File: config.mk
export PLATFORM = sky130hd
export DESIGN_NAME = irsir_modem
export DESIGN_NICKNAME = d
export VERILOG_FILES = /design/src/rtl/irsir_pkg.sv /design/src/rtl/irsir_tick_gen.sv /design/src/rtl/irsir_tx.sv /design/src/rtl/irsir_rx.sv /design/src/rtl/irsir_modem.sv
export SDC_FILE = /design/constraint.sdc
export NUM_CORES = 1
export LEC_CHECK = 0
export BUFFER_PORTS_ARGS = -buffer_cell sky130_fd_sc_hd__buf_2
export CAP_MARGIN = 5
export CORE_MARGIN = 8
export CORE_UTILIZATION = 25
export CTS_CLUSTER_SIZE = 20
export DETAILED_ROUTE_END_ITERATION = 6
export GPL_TIMING_DRIVEN = 0
export HOLD_SLACK_MARGIN = 0.06
export PLACE_DENSITY = 0.4
export SETUP_SLACK_MARGIN = 0.05
export SKIP_CTS_REPAIR_TIMING = 1
export SLEW_MARGIN = 40
export SYNTH_ARGS = -nofsm -noshare
export SYNTH_HDL_FRONTEND = slang
export SYNTH_SLANG_ARGS = --single-unit
File: constraint.sdc
create_clock -name clk -period 5.7 [get_ports clk]
set_input_delay 1.14 -clock clk [delete_from_list [all_inputs] [get_ports clk]]
set_output_delay 1.14 -clock clk [all_outputs]
set_load 0.05 [all_outputs]
File: src/rtl/irsir_pkg.sv
// Shared constants and state types for the slow-IR pulse modem.
package irsir_pkg;
    localparam int OSR        = 16; // ticks per bit period
    localparam int ZERO_TICKS = 3;  // ticks a zero-bit pulse lasts in 3/16 mode
    localparam int HALF_BIT   = OSR / 2;

    typedef enum logic [1:0] {TX_IDLE, TX_WAIT, TX_SEND} tx_state_t;
    typedef enum logic [1:0] {RX_IDLE, RX_START, RX_BITS} rx_state_t;
endpackage

File: src/rtl/irsir_tick_gen.sv
// Oversampling tick generator.
// Raises tick for one clock every baud_div+1 clocks. If baud_div shrinks
// below the running count, the counter wraps at the next clock.
module irsir_tick_gen #(
    parameter int DIV_W = 16
) (
    input  logic             clk,
    input  logic             rst_n,
    input  logic [DIV_W-1:0] baud_div,
    output logic             tick
);
    logic [DIV_W-1:0] cnt;

    assign tick = (cnt >= baud_div);

    // Free-running divide counter.
    always_ff @(posedge clk) begin
        if (!rst_n)    cnt <= '0;
        else if (tick) cnt <= '0;
        else           cnt <= cnt + 1'b1;
    end

    AST_TICK_GAP: assert property (@(posedge clk) disable iff (!rst_n)
        (tick && baud_div != '0) |=> (!tick || !$stable(baud_div)));
endmodule

File: src/rtl/irsir_tx.sv
// Pulse transmitter.
// Takes a byte through valid/ready and waits for the next tick. It then
// sends start, data LSB first and stop, each for OSR ticks. A zero bit is
// sent as a short high pulse and a one bit as a low line. Assumes
// FIXED_PULSE_CYC is shorter than one bit period.
module irsir_tx
    import irsir_pkg::*;
#(
    parameter int DATA_W          = 8,
    parameter int FIXED_PULSE_CYC = 4
) (
    input  logic              clk,
    input  logic              rst_n,
    input  logic              tick,
    input  logic              pulse_fixed,
    input  logic [DATA_W-1:0] tx_data,
    input  logic              tx_valid,
    output logic              tx_ready,
    output logic              ir_tx
);
    localparam int FRAME = DATA_W + 2;
    localparam int IDX_W = $clog2(FRAME);
    localparam int PH_W  = $clog2(OSR);
    localparam int FC_W  = $clog2(FIXED_PULSE_CYC + 1);

    tx_state_t        state;
    logic [FRAME-1:0] frame_q;
    logic [IDX_W-1:0] idx;
    logic [PH_W-1:0]  ph;
    logic [FC_W-1:0]  fcnt;
    logic             bit_end;
    logic             in_pulse;

    assign bit_end  = tick && (ph == PH_W'(OSR - 1));
    assign tx_ready = (state == TX_IDLE);
    assign in_pulse = pulse_fixed ? (fcnt < FC_W'(FIXED_PULSE_CYC))
                                  : (ph < PH_W'(ZERO_TICKS));
    assign ir_tx    = (state == TX_SEND) && !frame_q[0] && in_pulse;

    // Frame sequencer: accept, align to tick, step bit phases.
    always_ff @(posedge clk) begin
        if (!rst_n) begin
            state   <= TX_IDLE;
            frame_q <= '1;
            idx     <= '0;
            ph      <= '0;
        end else begin
            case (state)
                TX_IDLE: if (tx_valid) begin
                    frame_q <= {1'b1, tx_data, 1'b0};
                    state   <= TX_WAIT;
                end
                TX_WAIT: if (tick) begin
                    state <= TX_SEND;
                    idx   <= '0;
                    ph    <= '0;
                end
                TX_SEND: if (bit_end) begin
                    ph <= '0;
                    if (idx == IDX_W'(FRAME - 1)) begin
                        state <= TX_IDLE;
                    end else begin
                        idx     <= idx + 1'b1;
                        frame_q <= {1'b1, frame_q[FRAME-1:1]};
                    end
                end else if (tick) begin
                    ph <= ph + 1'b1;
                end
                default: state <= TX_IDLE;
            endcase
        end
    end

    // Clock counter since the start of the current bit, for fixed pulses.
    always_ff @(posedge clk) begin
        if (!rst_n)
            fcnt <= '0;
        else if ((state == TX_WAIT && tick) || (state == TX_SEND && bit_end))
            fcnt <= '0;
        else if (fcnt != FC_W'(FIXED_PULSE_CYC))
            fcnt <= fcnt + 1'b1;
    end

    AST_TX_ACCEPT_BUSY: assert property (@(posedge clk) disable iff (!rst_n)
        (tx_valid && tx_ready) |=> !tx_ready);
    AST_TX_RISE_ON_TICK: assert property (@(posedge clk) disable iff (!rst_n)
        ($rose(ir_tx) && $stable(pulse_fixed)) |-> $past(tick));
    AST_TX_STOP_DARK: assert property (@(posedge clk) disable iff (!rst_n)
        (state == TX_SEND && idx == IDX_W'(FRAME - 1)) |-> !ir_tx);
endmodule

File: src/rtl/irsir_rx.sv
// Pulse receiver.
// Synchronises ir_rx. A high line while idle starts a character. The
// receiver then waits half a bit and cuts the line into OSR-tick windows
// that straddle the transmitter's bit starts. Any high clock inside a
// window reads as 0. The last window is the stop bit, and a pulse there
// sets the framing error. Assumes pulses are shorter than half a bit.
module irsir_rx
    import irsir_pkg::*;
#(
    parameter int DATA_W = 8
) (
    input  logic              clk,
    input  logic              rst_n,
    input  logic              tick,
    input  logic              ir_rx,
    output logic [DATA_W-1:0] rx_data,
    output logic              rx_valid,
    output logic              rx_ferr
);
    localparam int PH_W  = $clog2(OSR);
    localparam int IDX_W = $clog2(DATA_W + 1);

    rx_state_t         state;
    logic              sync1, line;
    logic [PH_W-1:0]   ph;
    logic [IDX_W-1:0]  idx;
    logic              seen;
    logic              hit;
    logic [DATA_W-1:0] shreg;

    assign hit = seen | line;

    // Two-flop synchroniser for the asynchronous pulse input.
    always_ff @(posedge clk) begin
        if (!rst_n) begin
            sync1 <= 1'b0;
            line  <= 1'b0;
        end else begin
            sync1 <= ir_rx;
            line  <= sync1;
        end
    end

    // Character sequencer: detect start, step windows, deliver byte.
    always_ff @(posedge clk) begin
        if (!rst_n) begin
            state    <= RX_IDLE;
            ph       <= '0;
            idx      <= '0;
            seen     <= 1'b0;
            shreg    <= '0;
            rx_data  <= '0;
            rx_valid <= 1'b0;
            rx_ferr  <= 1'b0;
        end else begin
            rx_valid <= 1'b0;
            case (state)
                RX_IDLE: if (line) begin
                    state <= RX_START;
                    ph    <= '0;
                end
                RX_START: if (tick) begin
                    if (ph == PH_W'(HALF_BIT - 1)) begin
                        state <= RX_BITS;
                        ph    <= '0;
                        idx   <= '0;
                        seen  <= 1'b0;
                    end else begin
                        ph <= ph + 1'b1;
                    end
                end
                RX_BITS: begin
                    seen <= hit;
                    if (tick && ph == PH_W'(OSR - 1)) begin
                        seen <= 1'b0;
                        ph   <= '0;
                        if (idx == IDX_W'(DATA_W)) begin
                            rx_valid <= 1'b1;
                            rx_ferr  <= hit;
                            rx_data  <= shreg;
                            state    <= RX_IDLE;
                        end else begin
                            shreg <= {~hit, shreg[DATA_W-1:1]};
                            idx   <= idx + 1'b1;
                        end
                    end else if (tick) begin
                        ph <= ph + 1'b1;
                    end
                end
                default: state <= RX_IDLE;
            endcase
        end
    end

    AST_RX_ONE_SHOT: assert property (@(posedge clk) disable iff (!rst_n)
        rx_valid |=> !rx_valid);
    AST_RX_BACK_IDLE: assert property (@(posedge clk) disable iff (!rst_n)
        rx_valid |-> (state == RX_IDLE));
    AST_RX_START_ON_LINE: assert property (@(posedge clk) disable iff (!rst_n)
        (state == RX_START && $past(state) == RX_IDLE) |-> $past(line));
endmodule

File: src/rtl/irsir_modem.sv
// Slow-IR pulse modem top level: one shared tick generator, the
// transmitter and the receiver. The two directions are independent
// apart from sharing the tick.
module irsir_modem #(
    parameter int DIV_W           = 16,
    parameter int DATA_W          = 8,
    parameter int FIXED_PULSE_CYC = 4
) (
    input  logic              clk,
    input  logic              rst_n,
    input  logic [DIV_W-1:0]  baud_div,
    input  logic              pulse_fixed,
    input  logic [DATA_W-1:0] tx_data,
    input  logic              tx_valid,
    output logic              tx_ready,
    output logic              ir_tx,
    input  logic              ir_rx,
    output logic [DATA_W-1:0] rx_data,
    output logic              rx_valid,
    output logic              rx_ferr
);
    logic tick;

    irsir_tick_gen #(.DIV_W(DIV_W)) tick_i (
        .clk(clk), .rst_n(rst_n), .baud_div(baud_div), .tick(tick)
    );

    irsir_tx #(.DATA_W(DATA_W), .FIXED_PULSE_CYC(FIXED_PULSE_CYC)) tx_i (
        .clk(clk), .rst_n(rst_n), .tick(tick), .pulse_fixed(pulse_fixed),
        .tx_data(tx_data), .tx_valid(tx_valid), .tx_ready(tx_ready),
        .ir_tx(ir_tx)
    );

    irsir_rx #(.DATA_W(DATA_W)) rx_i (
        .clk(clk), .rst_n(rst_n), .tick(tick), .ir_rx(ir_rx),
        .rx_data(rx_data), .rx_valid(rx_valid), .rx_ferr(rx_ferr)
    );
endmodule

## Word level (Yosys, flattened, before mapping)

Index checks and enable logic that the tools add are counted.

- Register bits: 70
- Input bits: 29
- Output and inout bits: 12
- Logic and storage cells: 118

- Add/sub/neg operators: 6
- Magnitude comparators: 3
- Equality and inequality tests: 23
- Muxes and demuxes: 39
- Bitwise logic cells: 4
- Reductions and logical operators: 27

Operator list:

| kind | count |
|---|---|
| $mux W4 | 14 |
| $mux W10 | 3 |
| $pmux W4 S2 | 3 |
| $pmux W10 S2 | 1 |
| $mux W2 | 9 |
| $add A16 B1 Y16 const B | 1 |
| $add A4 B1 Y4 const B | 4 |
| $eq A4 B4 Y1 const B | 4 |
| $ge A16 B16 Y1 | 1 |
| $ne A2 B1 Y1 const B | 8 |
| $reduce_and A4 Y1 | 4 |
| $reduce_and A3 Y1 | 5 |
| $pmux W2 S3 | 2 |
| $pmux W4 S3 | 1 |
| $reduce_and A5 Y1 | 2 |
| $logic_and A1 B1 Y1 | 6 |
| $ne A2 B2 Y1 const B | 3 |
| $ne A3 B1 Y1 const B | 2 |
| $reduce_bool A2 Y1 | 3 |
| $mux W1 | 5 |
| $eq A2 B1 Y1 const B | 2 |
| $eq A2 B2 Y1 const B | 2 |
| $eq A4 B3 Y1 const B | 1 |
| $logic_not A2 Y1 | 2 |
| 11 further kinds | 14 |

## Logic depth before layout (Yosys ltp)

Gate-level depths: netlist (run 1).

- Depth after elaboration: 5
- Gate-level depth with buffers: 11
- Depth with buffers taken out: 9

## Modules after synthesis

From an unflattened synthesis (run 1), not the netlist that was laid out.

- Cells, all modules: 413
- Area, all modules: 3,595.9 um^2

By module, submodules not included:

| module | times used | cells each | area an instance (um^2) | sequential area each (um^2) |
|---|---|---|---|---|
| irsir_rx | 1 | 154 | 1,403.8 | 620.6 |
| irsir_tx | 1 | 132 | 1,126.1 | 440.4 |
| irsir_tick_gen | 1 | 127 | 1,066.0 | 320.3 |

## Least setup slack after synthesis (run 1)

OpenSTA, ideal clock, no wires.

- Path type: input port to output port
- Start: in pulse_fixed
- End: out ir_tx
- Arrival: 3,636 ps
- Data required time: 4,560 ps
- Slack: 924 ps
- Stages: 2
- Path buffers: 0
- Cells stage by stage: nor2_1 > a2111oi_0

- Word-level cells in the longest chain between the ends: 2

Ends and longest elaborated chain:

| item | RTL line | source |
|---|---|---|
| start, declared | irsir_modem.sv:12 | `input logic pulse_fixed,` |
| $mux W1 | irsir_tx.sv:36 | `assign in_pulse = pulse_fixed ? (fcnt < FC_W'(FIXED_PULSE_CYC))` |
| $logic_and A1 B1 Y1 | irsir_tx.sv:38 | `assign ir_tx = (state == TX_SEND) && !frame_q[0] && in_pulse;` |
| end, declared | irsir_modem.sv:16 | `output logic ir_tx,` |

No other way between the ends.

## Final worst setup path (run 1)

- Start: in baud_div[13]
- End: reg rx_i.ph[0]

- Word-level cells in the longest chain between the ends: 4
- Elaborated cells on any way between the ends: 7
- Classes of those cells: order compare: 1; eq/ne: 2; mux: 2; reduce/logical: 2

Ends and longest elaborated chain:

| item | RTL line | source |
|---|---|---|
| start, declared | irsir_modem.sv:11 | `input logic [DIV_W-1:0] baud_div,` |
| $ge A16 B16 Y1 * | irsir_tick_gen.sv:14 | `assign tick = (cnt >= baud_div);` |
| $logic_and A1 B1 Y1 | irsir_rx.sv:74 | `if (tick && ph == PH_W'(OSR - 1)) begin` |
| $ne A3 B1 Y1 (no line) or $mux W4 (tied branches) | - |  |
| $reduce_and A4 Y1 (no line) or $pmux W4 S3 (tied branches) | - |  |
| end signal, assigned | irsir_rx.sv:69 | `ph <= ph + 1'b1;` |
| end signal, assigned | irsir_rx.sv:87 | `ph <= ph + 1'b1;` |
| end, declared | irsir_rx.sv:25 | `logic [PH_W-1:0] ph;` |

Every way passes the cells marked *; elsewhere a longest branch is shown, timed or not.
A chain may end at the register's enable or synchronous reset.

==> results of run 1 <==
## flip-flops by register name (all words and copies together) (netlist names), 3 cells and up
name,count
rx_i.ph,4
tx_i.frame_q,9
tx_i.ph,4
tx_i.fcnt,3
rx_i.rx_data,8
rx_i.idx,4
tick_i.cnt,16
rx_i.shreg,8
tx_i.idx,4
## power breakdown
part / internal, mW / switching (mW) / total (mW)
Clock: 0.383 / 0.216 / 0.599
Combinational: 0.0774 / 0.120 / 0.198
Sequential: 0.502 / 0.0141 / 0.516
## layout make-up
class | count | area [um^2] | area share [%]
Inverter | 30 | 112.6 | 2.537
Sequential cell | 69 | 1381 | 31.12
Clock inverter | 6 | 87.58 | 1.973
Multi-Input combinational cell | 310 | 2130 | 47.97
Clock buffer | 10 | 229.0 | 5.158
Tap cell | 184 | 230.2 | 5.186
Buffer | 15 | 73.82 | 1.663
Timing Repair Buffer | 39 | 195.2 | 4.397
## worst max path at each step
stage / end / slack (ns) / startpoint
5_1_grt: rx_i.ph[0] / 2.17 / baud_div[15]
6_report: rx_i.ph[0] / 2.35 / baud_div[13]
4_1_cts: rx_i.ph[0] / 2.35 / baud_div[13]
3_5_place_dp: rx_i.ph[0] / 2.00 / baud_div[13]
2_1_floorplan: ir_tx / 0.92 / pulse_fixed
3_3_place_gp: rx_i.ph[0] / 2.07 / baud_div[15]
## through the flow
stage                     area (um^2)  hold slack (ns)  util (%)
after floorplan                  3697           0.4119         -
after global placement           4123           0.4263     28.47
after detailed placement         4123           0.4233     28.47
after CTS                        4439           0.4453     30.66
after global routing             4439           0.4840     30.66
final                            4439           0.4398     30.66
## layer usage
metal  vias up  share of wire [%]  global-route usage (%)
li1       1580                  -                       -
met1      1374                 49                   11.59
met4         0                1.6                   3.983
met5         -                  0                       0
met3        11                4.1                   3.100
met2        35                 45                   14.86
## cell families (layout without fill, tap and decap cells)
| family | after synthesis | count (layout) | synth area share (%) |
|---|---|---|---|
| and+or+nand+nor | 166 | 166 | 23.32 |
| AOI/OAI and AO/OA | 73 | 73 | 13.47 |
| DFF | 69 | 69 | 37.36 |
| buffers and inverters | 45 | 100 | 5.042 |
| adders and majority gates | 31 | 31 | 10.49 |
| muxes | 25 | 25 | 6.768 |
| xor gates and xnor gates | 15 | 15 | 3.553 |
## cells in the mapped netlist, types with 7 or more instances
library cell / instances
dfxtp_1: 69
nor2_1: 37
ha_1: 31
inv_1: 30
nand2_1: 29
mux2i_1: 25
nand3_1: 24
nor2b_1: 21
a21oi_1: 19
o21ai_0: 19
and3_1: 13
clkbuf_1: 11
nor3b_1: 10
a31oi_1: 9
and2_1: 8
xor2_1: 8
xnor2_1: 7
## worst register-to-register path: cells and delay by family (launching register included)
family	cells	cell delay [ns]
adder cells (fa/ha/maj)	1	0.27
buffers and inverters	1	0.39
flip-flops	1	0.40
AND/OR/NAND/NOR	4	0.88
AO/OA/AOI/OAI	3	0.79
## cells in the final DEF, fill, tap and decap left out, types with 2 or more instances in the layout
cell / synthesis / routed
o21a_1: 2 / 2
and2_1: 8 / 8
o21ai_0: 19 / 19
and3_1: 13 / 13
nor3_1: 6 / 6
ha_1: 31 / 31
nor3b_1: 10 / 10
nor2_1: 37 / 37
clkinv_4: 0 / 2
a31oi_1: 9 / 9
o211a_1: 2 / 2
nand2_1: 29 / 29
xnor2_1: 7 / 7
bufinv_16: 0 / 2
xor2_1: 8 / 8
buf_6: 2 / 2
o211ai_1: 3 / 3
mux2i_1: 25 / 25
nand3b_1: 4 / 4
clkbuf_16: 0 / 9
buf_2: 2 / 41
a21oi_1: 19 / 19
nand4_1: 5 / 5
dfxtp_1: 69 / 69
nor2b_1: 21 / 21
inv_1: 30 / 30
a21boi_0: 2 / 2
clkbuf_1: 11 / 12
clkinv_2: 0 / 2
nand3_1: 24 / 24
nand2b_1: 4 / 4
==> results_dict.tcl, run 1 <==
set metrics [dict create \
    synthDistinctLibCells 49 \
    status "completed" \
    setup_viol 0 \
    cp_cell_sequence "buf_2 > inv_1 > ha_1 > and4_1 > and3_1 > a31oi_1 > nand3_1 > clkbuf_1 > a21oi_1 > nand2_1 > o22ai_1" \
    route.detailed.drc 0 \
    ys_seq_area_share_pct 37.36 \
    pre_cts_ws_ns 2.003 \
    core_um2 14480 \
    synthFlopType "dfxtp_1" \
    gp_congestion 0.7298 \
    root_buffer "clkbuf_16" \
    syn_area_per_cell_um2 8.720 \
    power_mw 1.313 \
    endpoint_kind "register" \
    cts.sinks 69 \
    rr_startpoint "tick_i.cnt[13]" \
    die_area_um2 18940 \
    start_kind "input pin" \
    area_growth_pct 20.07 \
    clock.fmax_mhz 298.3 \
    r2r_end "rx_i.ph[0]" \
    cp_num_cells 11 \
    die_h_um 137.6 \
    p_leak_nw 1.793 \
    clk_latency_ns 0.34 \
    async_reset_ff_share_pct 0 \
    synthCells 424 \
    final_max_slew_viol_count 0 \
    layout-drive-gt1-share_pct 13.78 \
    rsz0062_at_grt "false" \
    worstHoldPathType "register to register" \
    via_count 3000 \
    num_rows 44 \
    worst_pin_slew_ns 0.6500 \
    cts_buffers 9 \
    cts.path.max_buffers 2 \
    wl_per_cell_um 12.98 \
    fin_crit_ns 3.352 \
    path_max_fanout 10 \
    criticalPathCategory "input pin to register" \
    stdcell_count 663 \
    ctsHtreeMaxLevel 3 \
    dr.pass1.iters 4 \
    ys_seq_elements 69 \
    r2r_slack_ns 2.89 \
    crit_buf_inv 3 \
    drt-vias-per-instance 4.525 \
    grt-ovfl-total 0 \
    slowest_stage "clkbuf_1" \
    antenna_left 0 \
    max_stage_delay_ns 0.39 \
    timing.final.ws_setup_ns 2.348 \
    nFillCells 1543 \
    cts_tree "built" \
    ys_top_cells_by_area "dfxtp_1 (37%), ha_1 (10%), mux2i_1 (6.8%)" \
    drtIter0Drc 114 \
    drt_wl_total_um 8604 \
    yosysWarnings 0 \
    finalClockSkew_ns 0.006650 \
    grt_pass1_wl_um 14150 \
    path_clk_slew_ns 0.06 \
    num_antenna_cells 0 \
    synth_edf_count 0 \
    cp.arrival_ns 3.61 \
    max-cap-violations 0 \
    syn_nets 484 \
    fin_crit_sh_pct 58.81 \
    cp.required_ns 5.96 \
    min_path_cells 1 \
    min_to "rx_i.line" \
    reg2reg_depth 9 \
    grt_pass1_vias 2966 \
    grt_usage_pct 9.452 \
    io_pins 41 \
    tns_ns 0 \
    portBuffers 39 \
    hold_viol_final 0 \
    synth_top_area_share_pct 37.36 \
    peakVddDrop_mv 0.1272 \
    hp-start "rx_i.sync1" \
    dp_hpwl_um 6501 \
    antenna_found_initial 0 \
    grt_max_degree 13 \
    powerDensity_nw_per_um2 295.7 \
    slew_headroom_pct 56.66 \
    cpLargestDelayFamily "simple AND/OR/NAND/NOR gates" \
    start_util_pct 25.54 \
    chipWidth_um 137.6 \
    synth_top_area_cell "dfxtp_1" \
    placed_cells 647 \
    netlist_area_um2 3697 \
    finalNetCount 534 \
]
Note: power is estimated with default switching activity, not from simulation.
==> run 2: changes to the inputs <==
Clock period 5.7 ns to 3.45 ns, I/O delays scaled along.
==> results_dict.tcl, run 2 (synthesis gave the netlist of run 1 again) <==
set metrics [dict create \
    ctsHtreeMaxLevel 3 \
    dr.pass1.iters 4 \
    cts.path.max_buffers 2 \
    worstHoldPathType "register to register" \
    core_um2 14480 \
    slew_headroom_pct 57.73 \
    num_antenna_cells 0 \
    fin_crit_ns 2.895 \
    clock.fmax_mhz 345.4 \
    power_mw 2.153 \
    area_growth_pct 19.86 \
    rsz0062_at_grt "false" \
    critPathLaunch "baud_div[13]" \
    io_pins 41 \
    r2r_slack_ns 0.65 \
    reg2reg_depth 9 \
    crit_end "rx_i.ph[0]" \
    gp_congestion 0.7312 \
    wl_per_cell_um 13.14 \
    p_leak_nw 1.790 \
    grt_pass1_vias 2831 \
    final_common_cell "dfxtp_1" \
    portBuffers 39 \
    grt_usage_pct 9.568 \
    clk_latency_ns 0.34 \
    r2r_end "rx_i.ph[0]" \
    grt_max_degree 12 \
    top_regs "tick_i.cnt (16), tx_i.frame_q (9)" \
    crit_buf_inv 3 \
    grt-ovfl-total 0 \
    cp.arrival_ns 3.17 \
    endpoint_kind "register" \
    cts_buffers 9 \
    cp_num_cells 11 \
    fin_crit_sh_pct 83.92 \
    route.detailed.drc 0 \
    setup_viol 0 \
    dp_hpwl_um 6521 \
    via_count 3036 \
    start_util_pct 25.54 \
    drtIter0Drc 136 \
    antenna_found_initial 0 \
    drt_wl_total_um 8710 \
    largest_register_ffs 16 \
    status "completed" \
    layout-drive-gt1-share_pct 13.57 \
    tns_ns 0 \
    drt-vias-per-instance 4.579 \
    cpLargestDelayFamily "simple AND/OR/NAND/NOR gates" \
    timing.final.ws_setup_ns 0.5546 \
    finalClockSkew_ns 0.01131 \
    worst_pin_slew_ns 0.6340 \
    num_rows 44 \
    cts_tree "built" \
    peakVddDrop_mv 0.2069 \
    start_kind "input pin" \
    antenna_left 0 \
    powerDensity_nw_per_um2 485.8 \
    top_register "tick_i.cnt" \
    slowest_stage "nand3_1" \
    cts.sinks 69 \
    pre_cts_ws_ns 0.2180 \
    grt_pass1_wl_um 14020 \
    max-cap-violations 0 \
    cp_cell_sequence "buf_2 > inv_1 > ha_1 > and4_1 > and3_1 > a31oi_1 > nand3_1 > clkbuf_1 > a21oi_1 > nand2_1 > o22ai_1" \
    cp.required_ns 3.72 \
    chipWidth_um 137.6 \
    finalNetCount 534 \
    layout_common_cells "dfxtp_1 (69), buf_2 (41), nor2_1 (37), ha_1 (31), inv_1 (30)" \
    holdWs_ns 0.4352 \
    hold_viol_final 0 \
    path_max_fanout 10 \
    die_area_um2 18940 \
    final_max_slew_viol_count 0 \
    rr_startpoint "tick_i.cnt[13]" \
    path_clk_slew_ns 0.06 \
    max_stage_delay_ns 0.39 \
    criticalPathCategory "input pin to register" \
    die_h_um 137.6 \
    root_buffer "clkbuf_16" \
]
[run 2: cell count changes in the layout (fill, tap and decap cells not counted)]
cell and delta:
clkinv_4 -2, a2111oi_0 -1, a2111oi_1 +1, clkbuf_1 +1, clkinv_2 +1
[run 2: layer usage]
metal	vias up	share of wire, %	global-route usage [%]
met4	0	2.0	4.526
met3	12	4.4	3.100
met2	46	45	14.41
li1	1575	-	-
met1	1403	49	12.09
met5	-	0	0
[run 2: through the flow]
stage	area, um^2	cells	util, %
final	4432	663	30.61
after detailed placement	4124	647	28.48
after CTS	4432	663	30.61
after floorplan	3699	424	-
after global routing	4432	663	30.61
after global placement	4124	647	28.48
[run 2: worst min path at each step]
stage / startpoint / end / slack [ns] / cells after the start
finish: rx_i.sync1 / rx_i.line / 0.44 / 1
global route: rx_i.sync1 / rx_i.line / 0.47 / 1
CTS: rx_i.sync1 / rx_i.line / 0.44 / 1
detailed placement: rx_i.sync1 / rx_i.line / 0.42 / 1
global placement: rx_i.sync1 / rx_i.line / 0.43 / 1
floorplan: rx_i.sync1 / rx_i.line / 0.41 / 1
[run 2: power breakdown]
group	internal, mW	switching, mW
logic	0.128	0.199
clock network	0.629	0.344
registers	0.830	0.0224
total	1.59	0.566
[run 2: layout make-up]
| type | instances | area, um^2 |
|---|---|---|
| Sequential cell | 69 | 1381 |
| Fill cell | 1550 | 10050 |
| Clock inverter | 5 | 75.07 |
| Timing Repair Buffer | 39 | 195.2 |
| Multi-Input combinational cell | 310 | 2131 |
| Tap cell | 184 | 230.2 |
| Buffer | 15 | 73.82 |
| Inverter | 30 | 112.6 |
| Clock buffer | 11 | 232.7 |
[run 2: worst reg2reg max path, stage by stage (launching register included)]
cell      delay (ns)
dfxtp_1         0.39
ha_1            0.27
and4_1          0.23
and3_1          0.21
a31oi_1         0.34
nand3_1         0.39
clkbuf_1        0.37
a21oi_1         0.30
nand2_1         0.09
o22ai_1         0.15
